`src/rtl/tlb_pkg.sv`:
```
package tlb_pkg;
  localparam int unsigned TLB_VA_W    = 32;
  localparam int unsigned TLB_PA_W    = 30;
  localparam int unsigned TLB_OFS_W   = 12;
  localparam int unsigned TLB_ENTRIES = 8;

  // next round-robin slot, wrapping for any entry count
  function automatic int unsigned rr_next(int unsigned cur, int unsigned n);
    return (cur + 1 >= n) ? 0 : cur + 1;
  endfunction
endpackage

```
`src/rtl/tlb_cam_match.sv`:
```
module tlb_cam_match #(
  parameter int unsigned ENTRIES = 8,
  parameter int unsigned VPN_W   = 20,
  localparam int unsigned IDX_W  = (ENTRIES > 1) ? $clog2(ENTRIES) : 1
) (
  input  logic [ENTRIES-1:0]            valid,
  input  logic [ENTRIES-1:0][VPN_W-1:0] tags,
  input  logic [VPN_W-1:0]              key,
  output logic                          hit,
  output logic [IDX_W-1:0]              idx
);
  logic [ENTRIES-1:0] match;

  for (genvar g = 0; g < ENTRIES; g++) begin : g_cmp
    assign match[g] = valid[g] && (tags[g] == key);
  end

  // lowest index wins; duplicates are prevented by the refill path
  always_comb begin
    idx = '0;
    for (int i = ENTRIES - 1; i >= 0; i--) begin
      if (match[i]) idx = IDX_W'(i);
    end
  end

  assign hit = |match;
endmodule

```
`src/rtl/tlb_rr_ptr.sv`:
```
module tlb_rr_ptr #(
  parameter int unsigned ENTRIES = 8,
  localparam int unsigned IDX_W  = (ENTRIES > 1) ? $clog2(ENTRIES) : 1
) (
  input  logic             clk,
  input  logic             rst,
  input  logic             clr,
  input  logic             adv,
  output logic [IDX_W-1:0] ptr
);
  always_ff @(posedge clk) begin
    if (rst || clr) ptr <= '0;
    else if (adv)   ptr <= IDX_W'(tlb_pkg::rr_next(int'(ptr), ENTRIES));
  end
endmodule

```
`src/rtl/tlb_entry_store.sv`:
```
module tlb_entry_store #(
  parameter int unsigned ENTRIES = 8,
  parameter int unsigned VPN_W   = 20,
  parameter int unsigned PPN_W   = 18,
  localparam int unsigned IDX_W  = (ENTRIES > 1) ? $clog2(ENTRIES) : 1
) (
  input  logic                          clk,
  input  logic                          rst,
  input  logic                          clr_all,
  input  logic                          we,
  input  logic [IDX_W-1:0]              widx,
  input  logic [VPN_W-1:0]              wvpn,
  input  logic [PPN_W-1:0]              wppn,
  output logic [ENTRIES-1:0]            valid,
  output logic [ENTRIES-1:0][VPN_W-1:0] tags,
  output logic [ENTRIES-1:0][PPN_W-1:0] ppns
);
  // valid bits need reset and single-cycle clear
  always_ff @(posedge clk) begin
    if (rst || clr_all) valid <= '0;
    else if (we)        valid[widx] <= 1'b1;
  end

  // payload carries no reset; guarded by valid
  always_ff @(posedge clk) begin
    if (we) begin
      tags[widx] <= wvpn;
      ppns[widx] <= wppn;
    end
  end
endmodule

```
`src/rtl/tlb_xlate.sv`:
```
module tlb_xlate #(
  parameter int unsigned VA_W    = tlb_pkg::TLB_VA_W,
  parameter int unsigned PA_W    = tlb_pkg::TLB_PA_W,
  parameter int unsigned OFS_W   = tlb_pkg::TLB_OFS_W,
  parameter int unsigned ENTRIES = tlb_pkg::TLB_ENTRIES
) (
  input  logic                    clk,
  input  logic                    rst,
  input  logic                    lk_req,
  input  logic [VA_W-1:0]         lk_vaddr,
  output logic                    lk_hit,
  output logic [PA_W-1:0]         lk_paddr,
  output logic                    lk_miss_exc,
  input  logic                    fill_we,
  input  logic [VA_W-OFS_W-1:0]   fill_vpn,
  input  logic [PA_W-OFS_W-1:0]   fill_ppn,
  input  logic                    flush
);
  localparam int unsigned VPN_W = VA_W - OFS_W;
  localparam int unsigned PPN_W = PA_W - OFS_W;
  localparam int unsigned IDX_W = (ENTRIES > 1) ? $clog2(ENTRIES) : 1;

  logic [ENTRIES-1:0]            valid;
  logic [ENTRIES-1:0][VPN_W-1:0] tags;
  logic [ENTRIES-1:0][PPN_W-1:0] ppns;
  logic                          look_hit, fill_hit;
  logic [IDX_W-1:0]              look_idx, fill_idx, rr_ptr, widx;
  logic                          fill_ok, miss_q;

  assign fill_ok = fill_we && !flush;
  assign widx    = fill_hit ? fill_idx : rr_ptr;

  tlb_entry_store #(.ENTRIES(ENTRIES), .VPN_W(VPN_W), .PPN_W(PPN_W)) u_store (
    .clk(clk), .rst(rst), .clr_all(flush), .we(fill_ok), .widx(widx),
    .wvpn(fill_vpn), .wppn(fill_ppn), .valid(valid), .tags(tags), .ppns(ppns)
  );

  tlb_cam_match #(.ENTRIES(ENTRIES), .VPN_W(VPN_W)) u_look (
    .valid(valid), .tags(tags), .key(lk_vaddr[VA_W-1:OFS_W]),
    .hit(look_hit), .idx(look_idx)
  );

  tlb_cam_match #(.ENTRIES(ENTRIES), .VPN_W(VPN_W)) u_fill (
    .valid(valid), .tags(tags), .key(fill_vpn),
    .hit(fill_hit), .idx(fill_idx)
  );

  tlb_rr_ptr #(.ENTRIES(ENTRIES)) u_rr (
    .clk(clk), .rst(rst), .clr(flush), .adv(fill_ok && !fill_hit), .ptr(rr_ptr)
  );

  assign lk_hit   = lk_req && look_hit;
  assign lk_paddr = lk_hit ? {ppns[look_idx], lk_vaddr[OFS_W-1:0]} : '0;

  always_ff @(posedge clk) begin
    if (rst) miss_q <= 1'b0;
    else     miss_q <= lk_req && !look_hit && !fill_ok;
  end
  assign lk_miss_exc = miss_q;
endmodule

```
`config.mk`:
```
export PLATFORM = sky130hd
export DESIGN_NAME = tlb_xlate
export DESIGN_NICKNAME = d
export VERILOG_FILES = /design/src/rtl/tlb_pkg.sv /design/src/rtl/tlb_cam_match.sv /design/src/rtl/tlb_rr_ptr.sv /design/src/rtl/tlb_entry_store.sv /design/src/rtl/tlb_xlate.sv
export SDC_FILE = /design/constraint.sdc
export NUM_CORES = 1
export LEC_CHECK = 0
export BUFFER_PORTS_ARGS = -buffer_cell sky130_fd_sc_hd__buf_2
export CAP_MARGIN = 15
export CORE_MARGIN = 2
export CORE_UTILIZATION = 40
export DETAILED_ROUTE_END_ITERATION = 16
export GPL_ROUTABILITY_DRIVEN = 1
export RECOVER_POWER = 100
export SYNTH_ARGS = -nofsm -noshare
export SYNTH_HDL_FRONTEND = slang
export SYNTH_SLANG_ARGS = --single-unit
export TNS_END_PERCENT = 5
```
`constraint.sdc`:
```
create_clock -name clk -period 9.5 [get_ports clk]
set_input_delay 0.475 -clock clk [delete_from_list [all_inputs] [get_ports clk]]
set_output_delay 0.475 -clock clk [all_outputs]
set_load 0.05 [all_outputs]
```
==> flow_metrics.tcl <==
set metrics [dict create \
    status "complete, but fails checks" \
    violations "capacitance limit, slew limit" \
    avgViaCountPerCell 5.51 \
    tritoncts "built" \
    skew_ns 0.0233 \
    fillers 3484 \
    grt_max_degree 41 \
    gp_congestion 0.912 \
    final_common_cell "edfxtp_1" \
    dr.first_iter.drc_count 1109 \
    rr_endpoint "u_store.ppns[86]" \
    dp.cells 1721 \
    hp-class "primary input to flop" \
    synth-seq-area-share_pct 60.7 \
    dp_hpwl_mm 29.4 \
    core_um2 37800 \
    worst_pin_slew_ns 2.90 \
    clk_pin_slew_worst_paths_ns 0.06 \
    initial_core_util_pct 40.8 \
    port_buffers 106 \
    synthCells 1155 \
    ys.flop_type "edfxtp_1" \
    wirelength_mm 44.3 \
    grt_pass1_wl_mm 65.3 \
    whs_path_depth 2 \
    max-cap-violations 6 \
    r2r-start "u_store.tags[85]" \
    drc 0 \
    startpoint_type "primary input" \
    clkSinkCount 316 \
    path_class "primary input to flop" \
    synthesis.area_um2 15400 \
    clock_latency_ns 0.53 \
    cp.required_ns 9.66 \
    total_power_mw 3.09 \
    grt_pass1_vias 9705 \
    drive_gt1_share_pct 8.10 \
    vdd_drop_max_uv 128 \
    die_w_um 200 \
    cp_max_fo 28 \
    clockBufferDepth 3 \
    synthTopCellsByArea "edfxtp_1, xnor2_1, xor2_1" \
    slew_viol_final 210 \
    clock.fmax_mhz 163 \
    fin_crit_ns 6.14 \
    wl_per_cell_um 24.9 \
    final_cell_mix "edfxtp_1, xnor2_1, xor2_1, clkbuf_1, nand4_1" \
    r2r_cells 8 \
    fin_nets 1323 \
    synth_edf_count 304 \
    tns_ns 0 \
    routed-via-count 9818 \
    htree_levels 2 \
    maxSlewHeadroom_pct -93.0 \
    yosysWarnings 0 \
    setup_violations 0 \
    hp-start "rst" \
    ctsResizeCount 0 \
    avgSynthCellArea_um2 13.4 \
    instances_no_fill 1783 \
    antenna_found_initial 1 \
    ctsHoldBuffers 0 \
    post-route-period-util_pct 64.6 \
    yosys.area.top_type "edfxtp_1" \
    dr.pass1.iters 6 \
    cts_made_buffers 35 \
    p_leak_nw 5.36 \
    grt_overflow_total 0 \
    hold_viol 0 \
    synth-async-reset-ratio_pct 0 \
    hold_end "lk_miss_exc" \
    arrival_ns 6.29 \
    synth_top_area_share_pct 59.2 \
    ios 107 \
    ant_nets 0 \
    rows 71 \
    synth_seq_cells 316 \
    p_per_area_nw_per_um2 178 \
    fp.dieH_um 200 \
    synthDistinctLibCells 55 \
    dieArea_um2 40200 \
    post_cts_buffers 0 \
    regToRegSetupSlack_ns 3.94 \
    syn_to_final_growth_pct 12.6 \
    cts_root_buffer "clkbuf_16" \
    worstSetupEndpointType "flop" \
    rsz0062_at_grt "false" \
    gr-usage-all-layers_pct 22.0 \
    syn-num-nets 1231 \
]
[synth_stat cells, types with 2 or more instances]
cell type / number
a211oi_1: 2
a21oi_1: 6
a22oi_1: 18
and2_1: 14
and3_1: 2
and4_1: 4
buf_1: 4
buf_2: 35
buf_4: 7
buf_6: 5
clkbuf_1: 12
dfxtp_1: 12
edfxtp_1: 304
inv_1: 46
mux2i_1: 37
nand2_1: 11
nand2b_1: 4
nand3_1: 57
nand4_1: 76
nor2_1: 7
nor2b_1: 2
nor3_1: 12
nor3b_1: 5
nor4_1: 45
nor4_2: 5
nor4b_1: 7
o211a_1: 2
o211ai_1: 5
o21a_1: 6
o21ai_0: 37
o221ai_1: 18
or2_1: 4
or2_2: 2
xnor2_1: 202
xor2_1: 120
[critical path, stage by stage]
cell and delay [ns]:
clkbuf_1 1.01, xor2_1 0.29, nor4_1 0.39, nand4_1 0.17, or4_1 0.56, o311ai_0 0.19, a21oi_1 0.32, nor4_1 2.15
buf_4 0.68
[sequential cells by signal, summed over array words and instances (netlist names)]
| name | flops |
|---|---|
| u_store.ppns | 144 |
| u_store.valid | 8 |
| lk_miss_exc | 1 |
| u_rr.ptr | 3 |
| u_store.tags | 160 |
[stage by stage]
stage / setup WS, ns / cell area (um^2) / hold WS, ns / util, %
floorplan: 4.81 / 15400 / 0.453 / -
global placement: 5.05 / 16400 / 0.488 / 43.4
detailed placement: 4.94 / 16400 / 0.485 / 43.4
CTS: 4.77 / 17500 / 0.118 / 46.3
global route: 2.82 / 17400 / 0.134 / 45.9
finish: 3.36 / 17400 / 0.133 / 45.9
[per-layer routing]
| layer | global-route usage [%] | up-vias | routed length (um) |
|---|---|---|---|
| met3 | 4.98 | 52 | 3860 |
| met4 | 5.24 | 0 | 772 |
| met5 | 0 | - | 0 |
| met1 | 32.4 | 4866 | 20200 |
| met2 | 33.0 | 425 | 19400 |
| li1 | - | 4475 | - |
[area by class of cell]
cell class              count  area [um^2]  area share, %
diodes                      1         2.50         0.0144
clock buffers              48          966           5.56
clock inverters            13          160          0.922
inverters                  47          176           1.02
multi-input cells         729         5560           32.0
flip-flops and latches    316         9370           53.9
well taps                 511          639           3.68
repair buffers            118          508           2.92
[worst max path at each step]
| stage | start | to | slack [ns] | cells past startpoint |
|---|---|---|---|---|
| 3_3_place_gp | lk_vaddr[14] | lk_paddr[15] | 5.05 | 11 |
| 6_report | fill_vpn[15] | u_store.ppns[86] | 3.36 | 9 |
| 3_5_place_dp | lk_vaddr[14] | lk_paddr[15] | 4.94 | 11 |
| 5_1_grt | fill_vpn[15] | u_store.ppns[82] | 2.82 | 9 |
| 4_1_cts | u_store.tags[78] | lk_paddr[15] | 4.77 | 10 |
| 2_1_floorplan | fill_vpn[3] | u_store.ppns[0] | 4.81 | 8 |
[cells by family after synthesis]
group           share of synthesized area (%)
simple gates                             10.5
buf+inv                                  3.37
xor+xnor                                 18.3
flops                                    60.7
fa+ha+maj                              0.0811
compound gates                           4.68
mux                                      2.40
[report_power, final]
| group | internal, mW | switching [mW] | total [mW] | leakage [nW] |
|---|---|---|---|---|
| clock | 0.797 | 0.548 | 1.34 | 0.541 |
| combinational | 0.0605 | 0.140 | 0.200 | 1.98 |
| sequential | 1.54 | 0.00523 | 1.54 | 2.84 |
| total | 2.40 | 0.693 | 3.09 | 5.36 |
Power figures use the tool's default switching activity.
